==> src/rtl/smbus_arp_target.sv <==
module smbus_arp_target #(
  parameter int N_ID = 2
) (
  input  logic                  clk,
  input  logic                  rst_n,
  input  logic [128*N_ID-1:0]   ids,
  input  logic                  bus_start,
  input  logic                  bus_stop,
  input  logic                  rx_valid,
  input  logic [7:0]            rx_byte,
  output logic                  rx_ack,
  input  logic                  tx_req,
  output logic [7:0]            tx_byte
);
  localparam int SW = (N_ID > 1) ? $clog2(N_ID) : 1;
  localparam logic [7:0] ADR_W = 8'hC2;
  localparam logic [7:0] ADR_R = 8'hC3;
  localparam logic [7:0] CNT   = 8'h11;

  typedef enum logic [3:0] {
    S_IDLE, S_ADDR, S_CMD, S_PEC, S_ACNT, S_AID, S_AADR, S_APEC, S_WAITRD, S_RD
  } st_t;
  typedef enum logic [1:0] {OP_PREP, OP_RSTG, OP_RSTD} op_t;

  st_t            st;
  op_t            op;
  logic           rd_pend;
  logic [SW-1:0]  sel;
  logic [4:0]     idx;
  logic [N_ID-1:0] cand, av, ar;
  logic [7:0]     crc;
  logic [6:0]     new_adr;
  logic [6:0]     sadr [N_ID];

  function automatic logic [7:0] crc8(input logic [7:0] c, input logic [7:0] d);
    logic [7:0] x;
    x = c ^ d;
    for (int b = 0; b < 8; b++) x = x[7] ? ({x[6:0], 1'b0} ^ 8'h07) : {x[6:0], 1'b0};
    return x;
  endfunction

  function automatic logic [7:0] id_byte(input int i, input int k);
    return ids[i*128 + 127 - 8*k -: 8];
  endfunction

  logic [SW-1:0]  free_sel, dir_sel, cand_sel;
  logic           free_any, dir_any, ack_c;
  logic [N_ID-1:0] mm;

  always_comb begin
    free_sel = '0; free_any = 1'b0;
    dir_sel = '0;  dir_any = 1'b0;
    cand_sel = '0;
    for (int i = N_ID-1; i >= 0; i--) begin
      if (!ar[i]) begin free_sel = SW'(i); free_any = 1'b1; end
      if (av[i] && sadr[i] == rx_byte[7:1]) begin dir_sel = SW'(i); dir_any = 1'b1; end
      if (cand[i]) cand_sel = SW'(i);
    end
    for (int i = 0; i < N_ID; i++)
      mm[i] = cand[i] && (id_byte(i, int'(idx[3:0])) == rx_byte);
  end

  always_comb begin
    case (st)
      S_ADDR:         ack_c = rd_pend ? (rx_byte == ADR_R) : (rx_byte == ADR_W);
      S_CMD: case (rx_byte)
               8'h01, 8'h02, 8'h04: ack_c = 1'b1;
               8'h03:               ack_c = free_any;
               default:             ack_c = dir_any;
             endcase
      S_PEC, S_APEC:  ack_c = (rx_byte == crc);
      S_ACNT:         ack_c = (rx_byte == CNT);
      S_AID:          ack_c = |mm;
      S_AADR:         ack_c = 1'b1;
      default:        ack_c = 1'b0;
    endcase
  end
  assign rx_ack = rx_valid & ack_c;

  always_comb begin
    tx_byte = 8'hFF;
    if (st == S_RD) begin
      if (idx == 5'd0)       tx_byte = CNT;
      else if (idx <= 5'd16) tx_byte = id_byte(int'(sel), int'(idx) - 1);
      else if (idx == 5'd17) tx_byte = av[sel] ? {sadr[sel], 1'b1} : 8'hFF;
      else if (idx == 5'd18) tx_byte = crc;
    end
  end

  always_ff @(posedge clk or negedge rst_n) begin
    if (!rst_n) begin
      st <= S_IDLE; op <= OP_PREP; rd_pend <= 1'b0; sel <= '0; idx <= '0;
      cand <= '0; av <= '0; ar <= '0; crc <= '0; new_adr <= '0;
      for (int i = 0; i < N_ID; i++) sadr[i] <= '0;
    end else if (bus_start) begin
      st <= S_ADDR;
      rd_pend <= (st == S_WAITRD);
      if (st != S_WAITRD) crc <= '0;
    end else if (bus_stop) begin
      st <= S_IDLE;
      rd_pend <= 1'b0;
    end else if (rx_valid) begin
      crc <= crc8(crc, rx_byte);
      if (!ack_c) st <= S_IDLE;
      else case (st)
        S_ADDR: begin
          rd_pend <= 1'b0;
          idx <= '0;
          st <= rd_pend ? S_RD : S_CMD;
        end
        S_CMD: case (rx_byte)
          8'h01: begin op <= OP_PREP; st <= S_PEC; end
          8'h02: begin op <= OP_RSTG; st <= S_PEC; end
          8'h03: begin sel <= free_sel; st <= S_WAITRD; end
          8'h04: st <= S_ACNT;
          default: begin
            sel <= dir_sel;
            if (rx_byte[0]) st <= S_WAITRD;
            else begin op <= OP_RSTD; st <= S_PEC; end
          end
        endcase
        S_PEC: begin
          if (op == OP_RSTD) ar[sel] <= 1'b0;
          else ar <= '0;
          st <= S_IDLE;
        end
        S_ACNT: begin cand <= '1; idx <= '0; st <= S_AID; end
        S_AID: begin
          cand <= mm;
          idx <= idx + 5'd1;
          if (idx == 5'd15) st <= S_AADR;
        end
        S_AADR: begin new_adr <= rx_byte[7:1]; st <= S_APEC; end
        S_APEC: begin
          sadr[cand_sel] <= new_adr;
          av[cand_sel] <= 1'b1;
          ar[cand_sel] <= 1'b1;
          st <= S_IDLE;
        end
        default: st <= S_IDLE;
      endcase
    end else if (tx_req && st == S_RD) begin
      if (idx <= 5'd17) crc <= crc8(crc, tx_byte);
      if (idx != 5'd19) idx <= idx + 5'd1;
    end
  end


  nack_kills_chk: assert property (@(posedge clk) disable iff (!rst_n)
    rx_valid && !rx_ack && !bus_start && !bus_stop |=> st == S_IDLE);

  all_resolved_nack_chk: assert property (@(posedge clk) disable iff (!rst_n)
    rx_valid && st == S_CMD && rx_byte == 8'h03 && (&ar) |-> !rx_ack);

  bulk_clear_chk: assert property (@(posedge clk) disable iff (!rst_n)
    rx_valid && rx_ack && st == S_PEC && op != OP_RSTD && !bus_start && !bus_stop |=> ar == '0);

  assign_sets_chk: assert property (@(posedge clk) disable iff (!rst_n)
    rx_valid && rx_ack && st == S_APEC && !bus_start && !bus_stop |=> (av & ar) != '0);

  valid_sticky_chk: assert property (@(posedge clk) disable iff (!rst_n)
    (av & $past(av)) == $past(av));

  resolved_has_valid_chk: assert property (@(posedge clk) disable iff (!rst_n)
    (ar & ~av) == '0);
endmodule

==> config.mk <==
export PLATFORM = sky130hd
export DESIGN_NAME = smbus_arp_target
export DESIGN_NICKNAME = d
export VERILOG_FILES = /design/src/rtl/smbus_arp_target.sv
export SDC_FILE = /design/constraint.sdc
export NUM_CORES = 1
export LEC_CHECK = 0
export ABC_AREA = 1
export ABC_CLOCK_PERIOD_IN_PS = 10950
export BUFFER_PORTS_ARGS = -buffer_cell sky130_fd_sc_hd__buf_4
export CAP_MARGIN = 30
export CORE_MARGIN = 2
export CORE_UTILIZATION = 43
export DETAILED_ROUTE_END_ITERATION = 7
export PLACE_DENSITY = 0.65
export SLEW_MARGIN = 0
export SYNTH_ARGS = -nofsm -noshare
export SYNTH_HDL_FRONTEND = slang
export SYNTH_SLANG_ARGS = --single-unit
==> constraint.sdc <==
create_clock -name clk -period 10.95 [get_ports clk]
set_clock_uncertainty 0.2 [all_clocks]
set_input_delay 2.7375 -clock clk [delete_from_list [all_inputs] [get_ports clk]]
set_output_delay 2.7375 -clock clk [all_outputs]
set_load 0.02 [all_outputs]
==> flow_metrics.py, run 1 <==
metrics = {
    "status": {
        "status": "finished clean",
    },
    "synth": {
        "synth.distinct_cells": 49,
        "seq_area_frac_synth": 0.1271,
        "synthArstFlopShare": 1.000,
        "yosys_warnings": 0,
        "synthTopCellsByArea": "nand2_1 20%, dfrtp_1 13%, a21oi_1 9.2%",
        "ys_seq_elements": 48,
        "synth_edf_count": 0,
        "synth_top_area_frac": 0.1950,
        "yosysTopAreaCell": "nand2_1",
        "syn_area_per_cell_sq_um": 5.305,
        "ys.flop_type": "dfrtp_1",
        "syn-num-nets": 2059,
        "synth_cells": 1781,
        "netlist_area_sq_mm": 0.009449,
    },
    "global_route": {
        "grt-ovfl-total": 0,
        "grt_pass1_wl_mm": 64.25,
        "grt_pass1_vias": 11751,
        "antenna_found_initial": 1,
        "groute.usage.overall": 0.3397,
        "grt_start_max_net_pins": 110,
    },
    "placement": {
        "portBuffers": 278,
        "place_congestion": 0.9932,
        "placed_area_sq_mm": 0.01135,
        "hpwl_mm": 30.69,
    },
    "finish": {
        "final_common_cell": "nand2_1",
        "fin_area_sq_mm": 0.01154,
        "fin_nets": 2240,
        "synthToLayoutAreaGrowth_pct": 22.15,
        "fill_cells": 2330,
        "final_cell_mix": "491 x nand2_1, 288 x buf_4, 218 x inv_1",
        "drive_gt1_frac": 0.1676,
    },
    "detailed_routing": {
        "wl_mm": 40.68,
        "drc": 0,
        "ant_nets": 0,
        "vias": 12563,
        "dr.pass1.iters": 5,
        "post_drt_via_cell_ratio": 5.598,
        "drt_iter0_drc": 1033,
        "wl_per_cell_um": 18.13,
    },
    "setup_path": {
        "critPathSlowestCell": "nand2_1",
        "critical_path_class": "primary input to primary output",
        "path_buf_inv": 4,
        "critPathMostFrequentCell": "nand2_1",
        "ff2ff_setup_slack_ps": 5270,
        "path_delay_family": "simple AND/OR/NAND/NOR gates",
        "crit_path_max_fanout": 11,
        "arrival_ps": 5220,
        "end_kind": "primary output",
        "worstPathRequired_ps": 8010,
        "cp-start-kind": "primary input",
        "critPathMaxStageDelay_ps": 430,
        "crit_path_cell_trace": "buf_4 > inv_1 > nand2_1 > o211ai_1 > nand2_1 > nand2_1 > nand2_1 > nor2_1 > nand2_1 > nand2_1 > nand3_1 > nor2_1 > nand3_1 > nand2_1 > nand2_2 > nand2_1 > nand2_1 > inv_1 > buf_4",
    },
    "clock_network": {
        "clkTransAtPathRegs_ps": 70,
        "cts_buffer_depth": 2,
        "cts.sinks": 48,
        "cts-resized-gates": 0,
        "clock_latency_ps": 300,
        "htreeDepth": 2,
        "cts_tree": "done",
        "ctsHoldBuffers": 0,
        "cts_setup_buffers": 0,
        "cts_buffers": 5,
        "root_buffer": "clkbuf_16",
    },
    "timing": {
        "holdWs_ps": 297.5,
        "tns_ps": 0,
        "min_period_ps": 8153,
        "max_freq_mhz": 122.7,
        "relSlewSlack": 0.2900,
        "hold_viol_final": 0,
        "rsz0062_at_grt": "no",
        "worst_slew_pin_slew_ps": 1064,
        "fin_crit_sh": 0.7446,
        "setup_viol": 0,
        "slew_viol_final": 0,
    },
    "floorplanning": {
        "initial_core_util": 0.4357,
        "die_x_um": 152.2,
        "die-area_sq_mm": 0.02318,
        "fp.dieH_um": 152.2,
        "core-area_sq_mm": 0.02169,
        "ios": 279,
        "std_cell_rows": 54,
    },
    "flow_run": {
        "max-cap-violations": 0,
    },
    "pwr": {
        "leakage_nw": 5.929,
        "power_density_mw_per_mm2": 149.5,
        "ir_worst_vdd_uv": 74.81,
    },
    "worst_hold_path": {
        "min_path_type": "flip-flop to flip-flop",
    },
}
area by class of cell:
class                      count  area [sq um]  share of cell area
antenna                        1         2.502           0.0002168
clock buffer                   6         128.9             0.01117
clock inverter                 2         60.06            0.005203
inverter                     228         863.3             0.07480
multi-input combinational   1391          6769              0.5865
sequential                    48          1206              0.1045
tap                          280         350.3             0.03035
timing repair buffer         288          2162              0.1873
synthesized netlist by cell type, types with 2 or more instances:
cell type	number
nand2_1	491
inv_1	218
a21oi_1	173
nand3_1	169
o21ai_0	163
nor2_1	131
o21ai_1	79
o211ai_1	71
buf_2	59
dfrtp_1	48
clkbuf_1	24
xor2_1	21
buf_4	18
nand4_1	12
nor4_1	12
buf_6	10
xnor2_1	10
ha_1	8
inv_2	8
or2_2	6
nand2_2	4
nor3_1	4
buf_1	3
o221ai_1	3
o22ai_1	3
a211oi_1	2
a22o_1	2
a31oi_1	2
clkinv_2	2
nand3b_1	2
nand4_4	2
nor2_2	2
o21a_1	2
o21bai_1	2
cells by family (layout without fill, tap and decap cells):
group | Yosys count | in the layout | share of synthesized area
AO/OA/AOI/OAI | 510 | 510 | 0.2974
XOR/XNOR | 33 | 33 | 0.03218
adder cells (fa/ha/maj) | 8 | 8 | 0.01059
buffers and inverters | 342 | 524 | 0.1590
flip-flops | 48 | 48 | 0.1271
multiplexers | 1 | 1 | 0.001192
other | 0 | 1 | 0
AND/OR/NAND/NOR | 839 | 839 | 0.3725
metrics by stage:
| stage | utilization | worst slack [ps] | power [mW] | std cells |
|---|---|---|---|---|
| 2_1_floorplan | - | 3646 | 1.169 | 1781 |
| 3_3_place_gp | 0.5234 | 2835 | 1.495 | 2235 |
| 3_5_place_dp | 0.5234 | 2814 | 1.503 | 2235 |
| 4_1_cts | 0.5321 | 2822 | 1.710 | 2243 |
| 5_1_grt | 0.5322 | 2476 | 1.892 | 2244 |
| 6_report | 0.5322 | 2797 | 1.726 | 2244 |
path summary, 6_finish.rpt:
| kind | from | end | depth (start not counted) |
|---|---|---|---|
| min in group asynchronous | rst_n | crc[1]$_DFFE_PN0P_ | 1 |
| min | new_adr[3]$_DFFE_PN0P_ | sadr[10]$_DFFE_PN0P_ | 2 |
| max reg2reg | idx[0]$_DFFE_PN0P_ | new_adr[4]$_DFFE_PN0P_ | 17 |
| max | ids[2] | rx_ack | 19 |
| min reg2reg | new_adr[3]$_DFFE_PN0P_ | sadr[10]$_DFFE_PN0P_ | 2 |
| max in group asynchronous | rst_n | idx[0]$_DFFE_PN0P_ | 1 |
per-layer routing:
| metal | wire length, um | share of wire | vias up | GRT usage |
|---|---|---|---|---|
| met5 | 0 | 0 | - | 0 |
| met4 | 1479 | 0.036 | 0 | 0.1237 |
| met3 | 3790 | 0.093 | 93 | 0.05489 |
| met2 | 18780 | 0.46 | 619 | 0.5665 |
| met1 | 16620 | 0.41 | 5610 | 0.4438 |
| li1 | - | - | 6241 | - |
flip-flops by register name, indices dropped and copies added (netlist names):
name     cells
cand         2
crc          8
sel          1
av           2
sadr        14
new_adr      7
idx          5
st           4
ar           2
op           2
rd_pend      1
worst min-delay path, stage by stage, from the launching register on:
cell	delay (ps)
dfrtp_1	360
nand2_1	60
nand2_1	50
power by group:
part / switching, mW / internal (mW) / total (mW)
registers: 0.0491 / 0.192 / 0.241
logic: 0.841 / 0.443 / 1.28
clock network: 0.0692 / 0.131 / 0.200
Power figures use the tool's default switching activity.
==> run 2: changes to the inputs <==
--- a/config.mk
+++ b/config.mk
@@ -5,14 +5,14 @@
 export SDC_FILE = /design/constraint.sdc
 export NUM_CORES = 1
 export LEC_CHECK = 0
-export ABC_AREA = 1
-export ABC_CLOCK_PERIOD_IN_PS = 10950
+export ABC_AREA = 0
+export ABC_CLOCK_PERIOD_IN_PS = 8500
 export BUFFER_PORTS_ARGS = -buffer_cell sky130_fd_sc_hd__buf_4
 export CAP_MARGIN = 30
 export CORE_MARGIN = 2
 export CORE_UTILIZATION = 43
 export DETAILED_ROUTE_END_ITERATION = 7
-export PLACE_DENSITY = 0.65
+export PLACE_DENSITY = 0.67
 export SLEW_MARGIN = 0
 export SYNTH_ARGS = -nofsm -noshare
 export SYNTH_HDL_FRONTEND = slang
==> constraint.sdc (replaced) <==
create_clock -name clk -period 8.5 [get_ports clk]
set_clock_uncertainty 0.2 [all_clocks]
set_input_delay 2.125 -clock clk [delete_from_list [all_inputs] [get_ports clk]]
set_output_delay 2.125 -clock clk [all_outputs]
set_load 0.02 [all_outputs]
==> flow_metrics.py, run 2 <==
metrics = {
    "finish": {
        "largest_reg_flops": 14,
        "final_common_cell": "buf_4",
        "top_register": "sadr",
        "drive_gt1_frac": 0.5031,
        "final_cell_mix": "283 x buf_4, 139 x mux4_2, 49 x xnor2_1",
        "largest_registers": "sadr x14, crc x8, new_adr x7",
        "fin_nets": 1231,
        "fin_cells": 1190,
        "synthToLayoutAreaGrowth_pct": 27.85,
    },
    "setup_path": {
        "cp-start-kind": "primary input",
        "end_kind": "primary output",
        "arrival_ps": 4620,
        "worstPathRequired_ps": 6180,
        "crit_path_max_fanout": 8,
        "critical_path_class": "primary input to primary output",
    },
    "timing": {
        "rsz0062_at_grt": "no",
        "holdWs_ps": 313.1,
        "worst_slew_pin_slew_ps": 1051,
        "tns_ps": 0,
        "min_period_ps": 6943,
        "slew_viol_final": 0,
        "max_freq_mhz": 144.0,
        "fin_crit_sh": 0.8168,
        "relSlewSlack": 0.2919,
        "hold_viol_final": 0,
        "setup_viol": 0,
    },
    "detailed_routing": {
        "dr.pass1.iters": 5,
        "vias": 7631,
        "drc": 0,
        "post_drt_via_cell_ratio": 6.413,
        "wl_mm": 29.46,
        "wl_per_cell_um": 24.76,
        "ant_nets": 0,
        "drt_iter0_drc": 674,
    },
    "synth": {
        "synthArstFlopShare": 1.000,
        "yosys_warnings": 0,
        "synth_cells": 729,
        "synth.distinct_cells": 73,
        "synthTopCellsByArea": "mux4_2 38%, dfrtp_1 15%, mux2i_1 5.2%",
        "yosysTopAreaCell": "mux4_2",
        "synth_most_common_cell": "mux4_2",
        "synth_top_area_frac": 0.3809,
        "syn-num-nets": 1007,
        "netlist_area_sq_mm": 0.008218,
        "synth_mux_area_frac": 0.4804,
        "seq_area_frac_synth": 0.1462,
        "synthXorXnorAreaFrac": 0.09196,
        "synth_fa_ha_area_frac": 0.01218,
        "syn_area_per_cell_sq_um": 11.27,
        "ys_seq_elements": 48,
        "ys.flop_type": "dfrtp_1",
        "synth_simple_gate_area_share": 0.1124,
        "synth_top_family_by_area": "multiplexers",
        "synth_compound_area_frac": 0.1028,
        "synth_edf_count": 0,
        "synth_commonest_cells": "139 x mux4_2, 49 x xnor2_1, 48 x dfrtp_1, 44 x nand2_1, 43 x mux2i_1",
    },
    "floorplanning": {
        "initial_core_util": 0.4393,
        "die-area_sq_mm": 0.02023,
        "std_cell_rows": 50,
        "core-area_sq_mm": 0.01871,
        "die_x_um": 142.2,
        "ios": 279,
        "fp.dieH_um": 142.2,
    },
    "status": {
        "status": "finished clean",
    },
    "clock_network": {
        "root_buffer": "clkbuf_16",
        "clock_latency_ps": 300,
        "cts-resized-gates": 0,
        "clkTransAtPathRegs_ps": 70,
        "cts_buffer_depth": 2,
        "ctsHoldBuffers": 0,
        "cts_buffers": 5,
        "cts_tree": "done",
        "cts.sinks": 48,
        "htreeDepth": 2,
        "cts_setup_buffers": 0,
    },
    "pwr": {
        "clock_power_share": 0.093,
        "ir_worst_vdd_uv": 179.7,
        "leakage_nw": 4.376,
        "power.internal_mw": 1.437,
        "swShare": 0.4358,
        "power.switching_mw": 1.110,
        "combPwrFrac": 0.786,
        "power_density_mw_per_mm2": 242.4,
        "p_seq_frac": 0.121,
    },
    "placement": {
        "hpwl_mm": 23.42,
        "dp_cells": 1179,
        "place_congestion": 0.9003,
        "portBuffers": 278,
    },
    "worst_hold_path": {
        "min_path_type": "flip-flop to flip-flop",
    },
    "global_route": {
        "grt-ovfl-total": 0,
        "grt_pass1_wl_mm": 44.92,
        "antenna_found_initial": 1,
        "grt_pass1_vias": 7796,
        "groute.usage.overall": 0.2885,
        "grt_start_max_net_pins": 131,
    },
    "flow_run": {
        "max-cap-violations": 0,
    },
}
## run 2: changes by cell type after synthesis, sizes merged, moves of 38 or more
| cell | previous run | this run |
|---|---|---|
| a21oi | 174 | 17 |
| nand2 | 495 | 44 |
| nor2 | 133 | 35 |
| mux4 | 0 | 140 |
| xnor2 | 11 | 49 |
| buf | 90 | 32 |
| inv | 226 | 14 |
| nand3 | 169 | 11 |
| o211ai | 72 | 4 |
| mux2i | 0 | 43 |
| o21ai | 242 | 24 |
## run 2: final timing paths
kind	end	startpoint	slack [ps]	cells after the start
max	rx_ack	ids[1]	1560	10
min	av[1]$_DFFE_PN0P_	av[1]$_DFFE_PN0P_	310	1
max reg2reg	crc[7]$_DFFE_PN0P_	idx[1]$_DFFE_PN0P_	3280	14
min reg2reg	av[1]$_DFFE_PN0P_	av[1]$_DFFE_PN0P_	310	1
max in group asynchronous	idx[0]$_DFFE_PN0P_	rst_n	5970	1
min in group asynchronous	sadr[7]$_DFFE_PN0P_	rst_n	1650	1
## run 2: metal layers
metal  up-vias  routed length, um  GRT usage
met5         -                  0          0
met3        38               2020    0.05417
met1      3850              11710     0.3834
met4         0                504    0.05842
met2       346              15230     0.4961
li1       3397                  -          -
## run 2: metrics by stage
step	worst slack [ps]	utilization	instance area [sq um]	total power, mW
global placement	1556	0.5511	10310	2.272
global route	1459	0.5615	10500	2.696
finish	1557	0.5617	10510	2.547
floorplan	2014	-	8218	1.847
detailed placement	1586	0.5511	10310	2.296
CTS	1556	0.5603	10480	2.537
## run 2: area by class of cell
class                           count  area (sq um)
Fill cell                        1623          8199
Clock inverter                      3         47.55
Timing Repair Buffer              286          2185
Tap cell                          234         292.8
Inverter                           16         60.06
Sequential cell                    48          1206
Antenna cell                        2         5.005
Multi-Input combinational cell    596          6585
Clock buffer                        5         125.1
## run 2: cells by family after synthesis
kind of cell | Yosys count
xor+xnor | 79
compound gates | 119
mux | 215
simple gates | 175
fa+ha+maj | 8
flops | 48
buf+inv | 85
## run 2: power by group through the flow
stage	registers, mW	logic, mW	clock network [mW]
4_1_cts	0.307	1.99	0.242
5_1_grt	0.311	2.14	0.249
2_1_floorplan	0.259	1.59	0
6_report	0.308	2.00	0.238
3_3_place_gp	0.311	1.96	0
3_5_place_dp	0.311	1.98	0
## run 2: critical path: stages
cell	delay, ps
buf_4	120
mux4_2	460
mux4_2	520
xnor2_1	160
and3_1	170
o2111ai_1	130
o21ai_2	170
a21oi_2	500
nor2_1	80
buf_4	180
==> run 3: changes to the inputs <==
--- a/config.mk
+++ b/config.mk
@@ -6,7 +6,7 @@
 export NUM_CORES = 1
 export LEC_CHECK = 0
 export ABC_AREA = 0
-export ABC_CLOCK_PERIOD_IN_PS = 8500
+export ABC_CLOCK_PERIOD_IN_PS = 6600
 export BUFFER_PORTS_ARGS = -buffer_cell sky130_fd_sc_hd__buf_4
 export CAP_MARGIN = 30
 export CORE_MARGIN = 2
==> constraint.sdc (replaced) <==
create_clock -name clk -period 6.6 [get_ports clk]
set_clock_uncertainty 0.2 [all_clocks]
set_input_delay 1.65 -clock clk [delete_from_list [all_inputs] [get_ports clk]]
set_output_delay 1.65 -clock clk [all_outputs]
set_load 0.02 [all_outputs]
==> flow_metrics.py, run 3 (synthesis results as in run 2) <==
metrics = {
    "placement": {
        "dp_cells": 1184,
        "hpwl_mm": 23.48,
        "portBuffers": 278,
        "place_congestion": 0.9054,
    },
    "finish": {
        "fill_cells": 1642,
        "final_common_cell": "buf_4",
        "insertedDiodeCount": 0,
        "fin_cells": 1192,
        "final_cell_mix": "289 x buf_4, 139 x mux4_2, 49 x xnor2_1",
        "drive_gt1_frac": 0.5052,
        "largest_registers": "sadr x14, crc x8, new_adr x7",
        "top_register": "sadr",
        "fin_nets": 1235,
        "synthToLayoutAreaGrowth_pct": 27.91,
        "final_util": 0.5619,
        "largest_reg_flops": 14,
    },
    "clock_network": {
        "cts-resized-gates": 0,
        "clock_latency_ps": 300,
        "ctsHoldBuffers": 0,
        "clkTransAtPathRegs_ps": 70,
        "cts_buffers": 5,
        "htreeDepth": 2,
        "cts_buffer_depth": 2,
        "root_buffer": "clkbuf_16",
        "cts_tree": "done",
        "cts.sinks": 48,
        "cts_setup_buffers": 0,
    },
    "status": {
        "status": "finished clean",
    },
    "pwr": {
        "combPwrFrac": 0.796,
        "ir_worst_vdd_uv": 221.0,
        "power_density_mw_per_mm2": 310.8,
        "power.switching_mw": 1.417,
        "p_seq_frac": 0.110,
        "leakage_nw": 4.391,
        "clock_power_share": 0.094,
        "p_total_mw": 3.267,
        "swShare": 0.4336,
        "power.internal_mw": 1.850,
    },
    "timing": {
        "relSlewSlack": 0.3612,
        "setup_viol": 0,
        "hold_viol_final": 0,
        "tns_ps": 0,
        "worst_slew_pin_slew_ps": 948.1,
        "max_freq_mhz": 166.0,
        "fin_crit_sh": 0.9130,
        "min_period_ps": 6026,
        "rsz0062_at_grt": "no",
        "slew_viol_final": 0,
    },
    "global_route": {
        "antenna_found_initial": 0,
        "grt_pass1_wl_mm": 44.71,
        "grt_pass1_vias": 7864,
        "groute.usage.overall": 0.2858,
        "grt-ovfl-total": 0,
        "grt_start_max_net_pins": 66,
    },
    "floorplanning": {
        "ios": 279,
        "core-area_sq_mm": 0.01871,
        "initial_core_util": 0.4393,
        "fp.dieH_um": 142.2,
        "std_cell_rows": 50,
        "die_x_um": 142.2,
        "die-area_sq_mm": 0.02023,
    },
    "setup_path": {
        "critical_path_class": "primary input to primary output",
        "worstPathRequired_ps": 4750,
        "crit_path_max_fanout": 8,
        "end_kind": "primary output",
        "cp-start-kind": "primary input",
        "arrival_ps": 4180,
    },
    "detailed_routing": {
        "ant_nets": 0,
        "drt_iter0_drc": 598,
        "drc": 0,
        "wl_mm": 29.11,
        "post_drt_via_cell_ratio": 6.478,
        "wl_per_cell_um": 24.42,
        "dr.pass1.iters": 5,
        "vias": 7722,
    },
    "worst_hold_path": {
        "min_path_type": "flip-flop to flip-flop",
    },
    "flow_run": {
        "max-cap-violations": 0,
    },
}
==> run 3: changes by cell type in the layout (fill, tap and decap cells not counted) <==
| cell | change |
|---|---|
| diode_2 | -2 |
| clkinv_4 | -1 |
| buf_4 | +6 |
| clkbuf_8 | +1 |
| buf_12 | -2 |
==> run 3: final cells by class <==
cell class | count | area [sq um] | area share
Inverter | 16 | 60.06 | 0.005714
Multi-Input combinational cell | 596 | 6585 | 0.6265
Sequential cell | 48 | 1206 | 0.1147
Clock inverter | 2 | 38.79 | 0.003690
Tap cell | 234 | 292.8 | 0.02785
Timing Repair Buffer | 290 | 2190 | 0.2083
Clock buffer | 6 | 138.9 | 0.01321
==> run 3: path summary, 6_finish.rpt <==
check	from	endpoint	slack (ps)	cells past startpoint
worst min-delay path	av[1]$_DFFE_PN0P_	av[1]$_DFFE_PN0P_	320	1
worst min register to register	av[1]$_DFFE_PN0P_	av[1]$_DFFE_PN0P_	320	1
worst max register to register	idx[0]$_DFFE_PN0P_	crc[7]$_DFFE_PN0P_	1720	14
worst max-delay path	ids[103]	rx_ack	570	10
max in group asynchronous	rst_n	idx[0]$_DFFE_PN0P_	4530	1
min in group asynchronous	rst_n	op[0]$_DFFE_PN0P_	1190	1
==> run 3: critical path, cell delays in order <==
cell and delay [ps]:
buf_4 130, mux4_2 480, mux4_2 480, xnor2_1 170, and3_1 200, o2111ai_1 150, o21ai_2 170, a21oi_2 480
nor2_1 90, buf_4 180
==> run 3: stage by stage <==
stage                     hold slack (ps)  area, sq um  setup WS (ps)
final                               316.0        10510          574.2
after detailed placement            301.3        10330          595.8
after CTS                           317.7        10510          592.1
after floorplan                     261.7         8218           1064
after global routing                328.9        10510          499.9
after global placement              282.4        10330          630.2
==> run 3: per-layer routing <==
layer | track usage | share of wire | vias up | wire, um
met3 | 0.05114 | 0.080 | 47 | 2340
met1 | 0.3752 | 0.38 | 3878 | 11210
li1 | - | - | 3398 | -
met4 | 0.05053 | 0.019 | 0 | 567
met5 | 0 | 0 | - | 0
met2 | 0.5022 | 0.52 | 399 | 15000
==> run 3: power groups by stage <==
stage | sequential, mW | clock [mW] | combinational [mW]
floorplan | 0.334 | 0 | 2.05
global placement | 0.362 | 0 | 2.58
detailed placement | 0.363 | 0 | 2.60
CTS | 0.358 | 0.310 | 2.60
global route | 0.363 | 0.323 | 2.77
finish | 0.359 | 0.306 | 2.60
